[src/rtl/rs_pkg.sv]
package rs_pkg;
    localparam int RS_SLOTS  = 4;
    localparam int RS_SRCS   = 2;
    localparam int RS_DATA_W = 32;
    localparam int RS_TAG_W  = 4;
    localparam int RS_OP_W   = 4;
    localparam int RS_AGE_W  = (RS_SLOTS > 1) ? $clog2(RS_SLOTS) : 1;
    localparam int RS_IDX_W  = (RS_SLOTS > 1) ? $clog2(RS_SLOTS) : 1;

    typedef logic [RS_TAG_W-1:0]  tag_t;
    typedef logic [RS_DATA_W-1:0] data_t;
    typedef logic [RS_OP_W-1:0]   op_t;
    typedef logic [RS_AGE_W-1:0]  age_t;

    typedef struct packed {
        tag_t  tag;
        data_t val;
    } operand_t;

    // Fill a waiting operand from the result broadcast when the producer matches.
    function automatic operand_t snoop(operand_t cur, logic bv, tag_t bt, data_t bd);
        operand_t r;
        r = cur;
        if (bv && (cur.tag != '0) && (cur.tag == bt)) begin
            r.tag = '0;
            r.val = bd;
        end
        return r;
    endfunction
endpackage

[src/rtl/rs_entry.sv]
module rs_entry
    import rs_pkg::*;
(
    input  logic                      clk,
    input  logic                      rst,
    input  logic                      alloc,
    input  op_t                       alloc_op,
    input  operand_t [RS_SRCS-1:0]    alloc_src,
    input  logic                      grant,
    input  logic                      fire,
    input  age_t                      fire_age,
    input  logic                      accept,
    input  logic                      bc_valid,
    input  tag_t                      bc_tag,
    input  data_t                     bc_data,
    output logic                      busy,
    output logic                      ready,
    output age_t                      age,
    output op_t                       op,
    output operand_t [RS_SRCS-1:0]    src
);
    age_t age_nxt;

    always_comb begin
        ready = busy;
        for (int j = 0; j < RS_SRCS; j++) begin
            if (src[j].tag != '0) ready = 1'b0;
        end
    end

    // Age counts younger occupants: up on every accepted dispatch,
    // down when an entry younger than this one leaves.
    always_comb begin
        age_nxt = age;
        if (accept) age_nxt = age_nxt + age_t'(1);
        if (fire && (age > fire_age)) age_nxt = age_nxt - age_t'(1);
    end

    always_ff @(posedge clk) begin
        if (rst) begin
            busy <= 1'b0;
            age  <= '0;
            op   <= '0;
            src  <= '0;
        end else if (alloc) begin
            busy <= 1'b1;
            age  <= '0;
            op   <= alloc_op;
            for (int j = 0; j < RS_SRCS; j++) begin
                src[j] <= snoop(alloc_src[j], bc_valid, bc_tag, bc_data);
            end
        end else begin
            if (fire && grant) busy <= 1'b0;
            if (busy) begin
                age <= age_nxt;
                for (int j = 0; j < RS_SRCS; j++) begin
                    src[j] <= snoop(src[j], bc_valid, bc_tag, bc_data);
                end
            end
        end
    end
endmodule

[src/rtl/rs_oldest_pick.sv]
module rs_oldest_pick
    import rs_pkg::*;
(
    input  logic [RS_SLOTS-1:0]  ready,
    input  age_t [RS_SLOTS-1:0]  ages,
    output logic [RS_SLOTS-1:0]  grant,
    output logic                 any
);
    logic [RS_IDX_W-1:0] sel;
    age_t                best;

    always_comb begin
        any  = 1'b0;
        sel  = '0;
        best = '0;
        for (int i = 0; i < RS_SLOTS; i++) begin
            if (ready[i] && (!any || (ages[i] > best))) begin
                any  = 1'b1;
                best = ages[i];
                sel  = RS_IDX_W'(i);
            end
        end
        grant = '0;
        for (int i = 0; i < RS_SLOTS; i++) begin
            if (any && (sel == RS_IDX_W'(i))) grant[i] = 1'b1;
        end
    end
endmodule

[src/rtl/rs_station.sv]
module rs_station
    import rs_pkg::*;
(
    input  logic                          clk,
    input  logic                          rst,
    input  logic                          disp_valid,
    output logic                          disp_ready,
    input  logic [RS_OP_W-1:0]            disp_op,
    input  logic [RS_SRCS*RS_TAG_W-1:0]   disp_tags,
    input  logic [RS_SRCS*RS_DATA_W-1:0]  disp_vals,
    input  logic                          bc_valid,
    input  logic [RS_TAG_W-1:0]           bc_tag,
    input  logic [RS_DATA_W-1:0]          bc_data,
    output logic                          iss_valid,
    input  logic                          iss_ready,
    output logic [RS_OP_W-1:0]            iss_op,
    output logic [RS_SRCS*RS_DATA_W-1:0]  iss_vals
);
    operand_t [RS_SRCS-1:0]               disp_src;
    logic     [RS_SLOTS-1:0]              busy, ready, grant, freeable, alloc_vec;
    age_t     [RS_SLOTS-1:0]              ages;
    op_t      [RS_SLOTS-1:0]              ops;
    operand_t [RS_SLOTS-1:0][RS_SRCS-1:0] srcs;
    logic                                 fire, accept, any_ready;
    age_t                                 fire_age;

    for (genvar j = 0; j < RS_SRCS; j++) begin : g_unpack
        assign disp_src[j].tag = disp_tags[j*RS_TAG_W +: RS_TAG_W];
        assign disp_src[j].val = disp_vals[j*RS_DATA_W +: RS_DATA_W];
    end

    rs_oldest_pick u_pick (
        .ready (ready),
        .ages  (ages),
        .grant (grant),
        .any   (any_ready)
    );

    assign iss_valid  = any_ready;
    assign fire       = iss_valid & iss_ready;
    assign freeable   = ~busy | (grant & {RS_SLOTS{fire}});
    assign disp_ready = |freeable;
    assign accept     = disp_valid & disp_ready;

    // Lowest-numbered free slot takes the new operation.
    always_comb begin
        logic taken;
        taken     = 1'b0;
        alloc_vec = '0;
        for (int i = 0; i < RS_SLOTS; i++) begin
            if (accept && freeable[i] && !taken) begin
                alloc_vec[i] = 1'b1;
                taken        = 1'b1;
            end
        end
    end

    always_comb begin
        fire_age = '0;
        iss_op   = '0;
        iss_vals = '0;
        for (int i = 0; i < RS_SLOTS; i++) begin
            if (grant[i]) begin
                fire_age = fire_age | ages[i];
                iss_op   = iss_op | ops[i];
                for (int j = 0; j < RS_SRCS; j++) begin
                    iss_vals[j*RS_DATA_W +: RS_DATA_W] =
                        iss_vals[j*RS_DATA_W +: RS_DATA_W] | srcs[i][j].val;
                end
            end
        end
    end

    for (genvar i = 0; i < RS_SLOTS; i++) begin : g_slot
        rs_entry u_entry (
            .clk       (clk),
            .rst       (rst),
            .alloc     (alloc_vec[i]),
            .alloc_op  (disp_op),
            .alloc_src (disp_src),
            .grant     (grant[i]),
            .fire      (fire),
            .fire_age  (fire_age),
            .accept    (accept),
            .bc_valid  (bc_valid),
            .bc_tag    (bc_tag),
            .bc_data   (bc_data),
            .busy      (busy[i]),
            .ready     (ready[i]),
            .age       (ages[i]),
            .op        (ops[i]),
            .src       (srcs[i])
        );
    end
endmodule

[config.mk]
export PLATFORM = sky130hd
export DESIGN_NAME = rs_station
export DESIGN_NICKNAME = d
export VERILOG_FILES = /design/src/rtl/rs_pkg.sv /design/src/rtl/rs_entry.sv /design/src/rtl/rs_oldest_pick.sv /design/src/rtl/rs_station.sv
export SDC_FILE = /design/constraint.sdc
export NUM_CORES = 1
export LEC_CHECK = 0
export BUFFER_PORTS_ARGS = -buffer_cell sky130_fd_sc_hd__clkbuf_2
export CAP_MARGIN = 40
export CORE_UTILIZATION = 55
export DETAILED_ROUTE_END_ITERATION = 8
export HOLD_SLACK_MARGIN = 0.08
export PLACE_DENSITY_LB_ADDON = 0.25
export SLEW_MARGIN = 5
export SYNTH_ARGS = -nofsm -noshare
export SYNTH_HDL_FRONTEND = slang
export SYNTH_SLANG_ARGS = --single-unit
[constraint.sdc]
create_clock -name clk -period 10.5 [get_ports clk]
set_input_delay 1.575 -clock clk [delete_from_list [all_inputs] [get_ports clk]]
set_output_delay 1.575 -clock clk [all_outputs]
set_load 0.02 [all_outputs]
Word-level counts from Yosys, hierarchy flattened
Index checks and enable logic that the tools add are counted.

$add $sub $neg: 8. Order comparisons: 7. Eq/ne operators: 13. Muxes and demuxes: 74. Bitwise gates (word level): 17. Reductions and logical operators: 91.

Operators by type and width (count): two-way mux 72 bit (8); two-way mux 36 bit (10); two-way mux 64 bit (4); bitwise OR 32 bit (6); logical AND 1 bit (42); == test 4 bit (10); nonzero test 4 bit (10); two-way mux 2 bit (17); nonzero test 2 bit (16); two-way mux 1 bit (31); two-way mux 4 bit (4); bitwise OR 4 bit (4); AND reduction 2 bit (8); greater-than comparator 2 bit (7); adder 2 x 1 -> 2 bit, second input constant (4); OR reduction 2 bit (4); subtractor 2 x 1 -> 2 bit, second input constant (4); logical NOT 1 bit (6); bitwise OR 2 bit (3); AND 4 bit (1); == test 2 bit, second input constant (2); NOT 4 bit (1); OR reduction 4 bit (1); logical OR 1 bit (3); 3 further kinds (4).

Bits in registers: 316. Input port bits: 117. Output and inout port bits: 70.

Logic depth before layout (Yosys ltp)
Depth in word-level cells: 36. Mapped depth: 34.

By module
Synthesis repeated with hierarchy kept, for this count alone.

Cell total of the unflattened synthesis: 2153. Area, all modules: 16806.1 um2.

Modules (own cells, without submodules): rs_entry (times used 4, cells each 464, area each 3738.6 um2, sequential area each 1581.5 um2); rs_station (times used 1, cells each 261, area each 1586.5 um2, sequential area each 0.0 um2); rs_oldest_pick (times used 1, cells each 36, area each 265.3 um2, sequential area each 0.0 um2).

Least setup slack after synthesis
No wires, ideal clock.

Kind: reg-to-output. From: register g_slot[0].u_entry.src[71] (netlist name). To: output port iss_op[1]. Arrival: 5.218 ns. Slack: 3.707 ns. Stages on the path, launching flop included: 27. Cells stage by stage: dfxtp_1 > nor4_4 > and4b_1 > buf_6 > nand2_1 > ha_1 > nor2b_1 > o21ai_0 > a21oi_4 > nor2_1 > a21oi_1 > ha_1 > nor2b_1 > o21ai_0 > o21ai_1 > nand2_1 > mux2_2 > ha_1 > nor2b_1 > o21a_1 > a21oi_1 > o221a_2 > buf_6 > clkbuf_1 > clkbuf_1 > nand2_1 > nand3_1.

Longest elaborated chain between the ends: 25. Elaborated cells on any way between the ends: 43. Classes of those cells: order compare: 3; eq/ne: 3; mux: 19; bitwise: 3; reduce/logical: 15.

RTL lines: from (decl) (RTL line rs_entry.sv:20) `output operand_t [RS_SRCS-1:0] src`; from (signal, indexed assignment) (RTL line rs_entry.sv:50) `src[j] <= snoop(alloc_src[j], bc_valid, bc_tag, bc_data);`; from (signal, indexed assignment) (RTL line rs_entry.sv:57) `src[j] <= snoop(src[j], bc_valid, bc_tag, bc_data);`; nonzero test 4 bit * (RTL line rs_entry.sv:27) `if (src[j].tag != '0) ready = 1'b0;`; two-way mux 1 bit * (RTL line rs_entry.sv:27); two-way mux 2 bit / two-way mux 1 bit (equally long branches) (RTL line rs_oldest_pick.sv:17) `if (ready[i] && (!any || (ages[i] > best))) begin`; greater-than comparator 2 bit / logical NOT 1 bit (equally long branches) (RTL line rs_oldest_pick.sv:17); logical OR 1 bit (RTL line rs_oldest_pick.sv:17); logical AND 1 bit (RTL line rs_oldest_pick.sv:17); two-way mux 2 bit / two-way mux 1 bit (equally long branches) (RTL line rs_oldest_pick.sv:17); greater-than comparator 2 bit / logical NOT 1 bit (equally long branches) (RTL line rs_oldest_pick.sv:17); (+9 left out); two-way mux 1 bit (RTL line rs_oldest_pick.sv:25) `if (any && (sel == RS_IDX_W'(i))) grant[i] = 1'b1;`; two-way mux 4 bit (RTL line rs_station.sv:63) `if (grant[i]) begin`; bitwise OR 4 bit (RTL line rs_station.sv:65) `iss_op = iss_op | ops[i];`; two-way mux 4 bit (RTL line rs_station.sv:63); bitwise OR 4 bit (RTL line rs_station.sv:65); two-way mux 4 bit (RTL line rs_station.sv:63); bitwise OR 4 bit (RTL line rs_station.sv:65); two-way mux 4 bit * (RTL line rs_station.sv:63); to (decl) (RTL line rs_station.sv:16) `output logic [RS_OP_W-1:0] iss_op,`.

Every way passes the cells marked *; elsewhere a longest branch is shown, timed or not.

Worst setup path in the final report
From: register g_slot[0].u_entry.src[32] (netlist name). To: output port iss_vals[52].

Longest elaborated chain between the ends: 26. Elaborated cells on any way between the ends: 44. Classes of those cells: order compare: 3; eq/ne: 3; mux: 20; bitwise: 3; reduce/logical: 15.

RTL lines: nonzero test 4 bit * (RTL line rs_entry.sv:27); two-way mux 1 bit * (2 in a row) (RTL line rs_entry.sv:27); two-way mux 2 bit / two-way mux 1 bit (equally long branches) (RTL line rs_oldest_pick.sv:17); greater-than comparator 2 bit / logical NOT 1 bit (equally long branches) (RTL line rs_oldest_pick.sv:17); logical OR 1 bit (RTL line rs_oldest_pick.sv:17); logical AND 1 bit (RTL line rs_oldest_pick.sv:17); two-way mux 2 bit / two-way mux 1 bit (equally long branches) (RTL line rs_oldest_pick.sv:17); greater-than comparator 2 bit / logical NOT 1 bit (equally long branches) (RTL line rs_oldest_pick.sv:17); (+9 left out); two-way mux 1 bit (RTL line rs_oldest_pick.sv:25); two-way mux 64 bit (RTL line rs_station.sv:63); bitwise OR 32 bit (RTL line rs_station.sv:68) `iss_vals[j*RS_DATA_W +: RS_DATA_W] | srcs[i][j].val;`; two-way mux 64 bit (RTL line rs_station.sv:63); bitwise OR 32 bit (RTL line rs_station.sv:68); two-way mux 64 bit (RTL line rs_station.sv:63); bitwise OR 32 bit (RTL line rs_station.sv:68); two-way mux 64 bit * (RTL line rs_station.sv:63); to (decl) (RTL line rs_station.sv:17) `output logic [RS_SRCS*RS_DATA_W-1:0] iss_vals`.

Marked as above.

==> results by stage <==
Synthesis:
- The synthesized flop and latch total is 316.
- The commonest cells after synthesis are 387 x sky130_fd_sc_hd__nand2_1, 316 x sky130_fd_sc_hd__dfxtp_1, 290 x sky130_fd_sc_hd__nor2_1.
- The post-synth net total is 2311.
- The Yosys step of the flow raised 0 warnings.
- Yosys attributes the largest share of cell area to sky130_fd_sc_hd__dfxtp_1 36%, sky130_fd_sc_hd__mux2i_1 15%, sky130_fd_sc_hd__a211oi_1 8.2%, sky130_fd_sc_hd__nand2_1 8.2%, sky130_fd_sc_hd__nor2_1 6.1%.
- The compound-gate portion of the synthesized area is 0.204.
- The dominant cell by count in the synthesized netlist is sky130_fd_sc_hd__nand2_1.
- The cell area that synthesis handed to floorplanning was 0.0177 mm^2.
- The synthesized netlist contains 70 unique library cells.
- The area fraction in and, or, nand and nor cells after synthesis is 0.206.
- Synthesis handed over a netlist of 2184 instances.
- By area, the combinational part of the netlist is dominated by simple AND/OR/NAND/NOR gates.
- The count of flip-flops with a built-in enable after synthesis is 0.
- The adder-cell share of the synthesized area is 0.00825.
- The share of cell area taken by muxes after synthesis is 0.148.
- The most used flip-flop cell after synthesis is sky130_fd_sc_hd__dfxtp_1.
- Of the synthesized area, sequential elements account for 0.356.
- The post-synthesis xor/xnor area fraction is 0.0188.
- In this run the mean area of a mapped cell was 8.13 um^2.
- The synthesized design spends more area on one cell type than any other, namely sky130_fd_sc_hd__dfxtp_1.
- The proportion of register bits with asynchronous set or reset after synthesis is 0.
- The fraction of post-synthesis cell area in the top cell type by area is 0.356.

Die:
- The die covers 0.0330 mm^2.
- Measured along the y axis, the die boundary spans 182 um.
- The horizontal die dimension is 182 um.
- The core footprint is 0.0316 mm^2.
- The I/O pin total is 187.
- The effective utilization at floorplan is 0.561.
- The floorplan has 65 rows.

STA:
- The maximum clock frequency is 0.117 GHz.
- In the finished design, the share of the clock period the worst path needs comes to 0.814.
- Headroom to the max-slew limit came out at 0.415.
- The sum of negative setup slack is 0 ns.
- The worst slack on hold paths is 0.457 ns.
- For the pin with the worst max-slew slack, the measured transition is 0.878 ns.
- Setup violations remaining at the end of the flow were counted as 0.
- For the final database, setup skew stands at 0.0285 ns.
- The final number of max-transition violations came to 0.
- The final critical delay including setup and external delays is 8.54 ns.
- The number of hold violations in the final report is 0.
- Setup repair after global routing left no endpoint under its margin.

Cells and area:
- After filler insertion, the fill cell instance count of the layout stands at 2734.
- The sequential cell area is 0.00633 mm^2.
- Relative to the synthesized area, the layout overhead comes to 12.4%.
- The fraction of layout instances using a drive strength above 1 is 0.170.
- The final net count is 2342.
- With fillers left out, the area of the finished cells amounts to 0.0199 mm^2.
- The final core area utilization is 0.630.
- The multi-input combinational cells in the finished layout cover a total of 0.0105 mm^2.
- The final antenna diode count is 0.

Placed design:
- The area of placed instances is 0.0187 mm^2.
- At the end of routability-driven placement, the weighted congestion stood at 0.913.
- The half-perimeter wire length after placement is 33.9 mm.
- Buffers placed on the I/O ports in this run total 186.

Power:
- The total chip power is 0.00298 W.
- Across the VDD grid, the largest voltage drop is 0.0942 mV.
- Power spread over the standard cell area amounts to 149 mW/mm^2.
- The leakage power is 9.51 nW.

Setup path:
- Together, buffers and inverters on the worst path number 2.
- The critical-path maximum fanout is 39.
- The arrival time at the worst endpoint is 6.97 ns.
- The slowest library cell on the worst path is sky130_fd_sc_hd__o221a_4.
- The critical path runs through a total of 23 cells.
- The kind of cell with the highest combined delay on the critical path is compound AO/OA/AOI/OAI gates.
- The number of cells traversed by the worst register-to-register path is 26.
- The category of the critical setup timing path is reg -> out.
- The largest single stage delay on the critical path is 0.71 ns.
- The worst setup path is captured at a primary output.
- STA puts the critical path data required time at 8.93 ns.
- Traced cell by cell, the critical path runs through nor3_1 > and4b_1 > nand2_1 > ha_1 > nor2b_1 > o21ai_0 > a21oi_4 > a21oi_1 > ha_1 > nor2b_1 > o21ai_0 > o21ai_1 > nand2_1 > mux2_2 > ha_1 > nor2b_1 > o21a_1 > a21oi_1 > o221a_4 > buf_12 > nand2_1 > nand3_1 > clkbuf_2.
- STA classifies the critical path startpoint as a flip-flop.

Route:
- After detailed routing, the number of vias per cell comes to 6.37.
- The number of DRC violations after detailed routing is 0.
- In the final routed layout, each cell accounts on average for 21.1 um.
- The number of violations reported at the end of detailed-routing iteration 0 is 1718.
- The first detailed-routing pass took 6 iterations.
- The detail route stage leaves a number of antenna-violating nets equal to 0.
- Summing over every cut layer, the via total after detailed routing is 16849.
- The total wire length is 55.7 mm.

Global route:
- The maximum number of pins on one net before global-route repair is 97.
- The number of antenna violations at the first check in global routing was 0.
- The first global-routing pass estimated 87.1 mm of wire.
- The via count of the first global-routing pass is 15738.
- The total track usage is 0.329.
- The total congestion overflow after global routing is 0.

Clock tree:
- Once the clock tree was built, the setup fixing pass inserted 0 buffers.
- In this run the deepest clock path goes through 3 buffers.
- The clock buffer count from CTS is 36.
- The CTS H-tree depth is 2.
- The number of sinks handled by clock tree synthesis is 316.
- Clock-pin slew was measured on the worst setup and hold paths at 0.06 ns.
- The total of hold buffers inserted after clock tree synthesis is 0.
- The count of instances resized after the clock tree is built is 0.
- The root buffer cell chosen for the clock tree is sky130_fd_sc_hd__clkbuf_16.
- The TritonCTS clock tree is built.
- At the later pin of the worst-skew pair, clock insertion delay measures 0.53 ns.

Hold path:
- Along the worst hold path, the cell count comes to 2.
- The class of the most critical hold timing path is reg -> reg.

Run status:
- The run finished with clean final reports.

Run:
- The count of max-cap constraint violations is 0.
[power by group]
part | internal (W) | total [W] | switching, W
clock network | 0.000803 | 0.00132 | 0.000521
logic | 0.000122 | 0.000366 | 0.000245
registers | 0.00125 | 0.00129 | 0.0000354
total | 0.00218 | 0.00298 | 0.000801
[layer usage]
layer / vias up / wire length (um) / GRT usage
met5: - / 0 / 0
li1: 7828 / - / -
met4: 0 / 1700 / 0.122
met3: 119 / 5090 / 0.0568
met1: 8088 / 23600 / 0.448
met2: 814 / 25300 / 0.520
[final timing paths]
kind / startpoint / to / slack [ns]
worst max-delay path: g_slot[0].u_entry.src[32]$_SDFFE_PP0P_ / iss_vals[52] / 1.96
worst min-delay path: g_slot[3].u_entry.op[0]$_SDFFE_PP0P_ / g_slot[3].u_entry.op[0]$_SDFFE_PP0P_ / 0.46
worst max register to register: g_slot[0].u_entry.src[32]$_SDFFE_PP0P_ / g_slot[2].u_entry.src[7]$_SDFFE_PP0P_ / 2.59
worst min register to register: g_slot[3].u_entry.op[0]$_SDFFE_PP0P_ / g_slot[3].u_entry.op[0]$_SDFFE_PP0P_ / 0.46
[cell type report]
type	instances	area share
Multi-Input combinational cell	1629	0.525
Sequential cell	316	0.317
Timing Repair Buffer	221	0.0677
Clock buffer	48	0.0526
Tap cell	402	0.0252
Clock inverter	16	0.0102
Inverter	11	0.00207
[worst register-to-register path: stages (launching register included)]
cell and delay [ns]:
sky130_fd_sc_hd__dfxtp_1 0.33, sky130_fd_sc_hd__nor3_1 0.36, sky130_fd_sc_hd__and4b_1 0.54, sky130_fd_sc_hd__nand2_1 0.14, sky130_fd_sc_hd__ha_1 0.31, sky130_fd_sc_hd__nor2b_1 0.13, sky130_fd_sc_hd__o21ai_0 0.34, sky130_fd_sc_hd__a21oi_4 0.16
sky130_fd_sc_hd__a21oi_1 0.27, sky130_fd_sc_hd__ha_1 0.28, sky130_fd_sc_hd__nor2b_1 0.13, sky130_fd_sc_hd__o21ai_0 0.26, sky130_fd_sc_hd__o21ai_1 0.16, sky130_fd_sc_hd__nand2_1 0.26, sky130_fd_sc_hd__mux2_2 0.38, sky130_fd_sc_hd__ha_1 0.28
sky130_fd_sc_hd__nor2b_1 0.14, sky130_fd_sc_hd__o21ai_0 0.35, sky130_fd_sc_hd__o22ai_1 0.18, sky130_fd_sc_hd__nor2_4 0.14, sky130_fd_sc_hd__buf_4 0.59, sky130_fd_sc_hd__o21ai_2 0.25, sky130_fd_sc_hd__nand3_4 0.43, sky130_fd_sc_hd__buf_12 0.27
sky130_fd_sc_hd__buf_4 0.65, sky130_fd_sc_hd__nor2_1 0.19, sky130_fd_sc_hd__a211oi_1 0.28
[cells by family after synthesis]
family	after synthesis
XOR/XNOR	38
multiplexers	262
adder cells (fa/ha/maj)	12
AO/OA/AOI/OAI	449
flip-flops	316
AND/OR/NAND/NOR	868
buffers and inverters	239
[placed cells by master, fill, tap and decap left out, types with 50 or more instances in the layout]
cell / n
sky130_fd_sc_hd__nand2_1: 387
sky130_fd_sc_hd__dfxtp_1: 316
sky130_fd_sc_hd__nor2_1: 289
sky130_fd_sc_hd__mux2i_1: 259
sky130_fd_sc_hd__a211oi_1: 195
sky130_fd_sc_hd__clkbuf_2: 185
sky130_fd_sc_hd__nand3_1: 106
sky130_fd_sc_hd__a211oi_2: 64
sky130_fd_sc_hd__a21oi_1: 58
sky130_fd_sc_hd__a22oi_1: 50
[stage by stage]
step,cells,setup slack (ns)
5_1_grt,2643,1.57
3_5_place_dp,2579,2.64
2_1_floorplan,2184,3.71
3_3_place_gp,2568,2.49
4_1_cts,2643,2.06
6_report,2643,1.96
[sequential cells by signal, indices dropped and copies added (netlist names)]
| signal | flops |
|---|---|
| g_slot.u_entry.busy | 4 |
| g_slot.u_entry.age | 8 |
| g_slot.u_entry.op | 16 |
| g_slot.u_entry.src | 288 |
No activity file was read; power rests on OpenSTA's default activity.
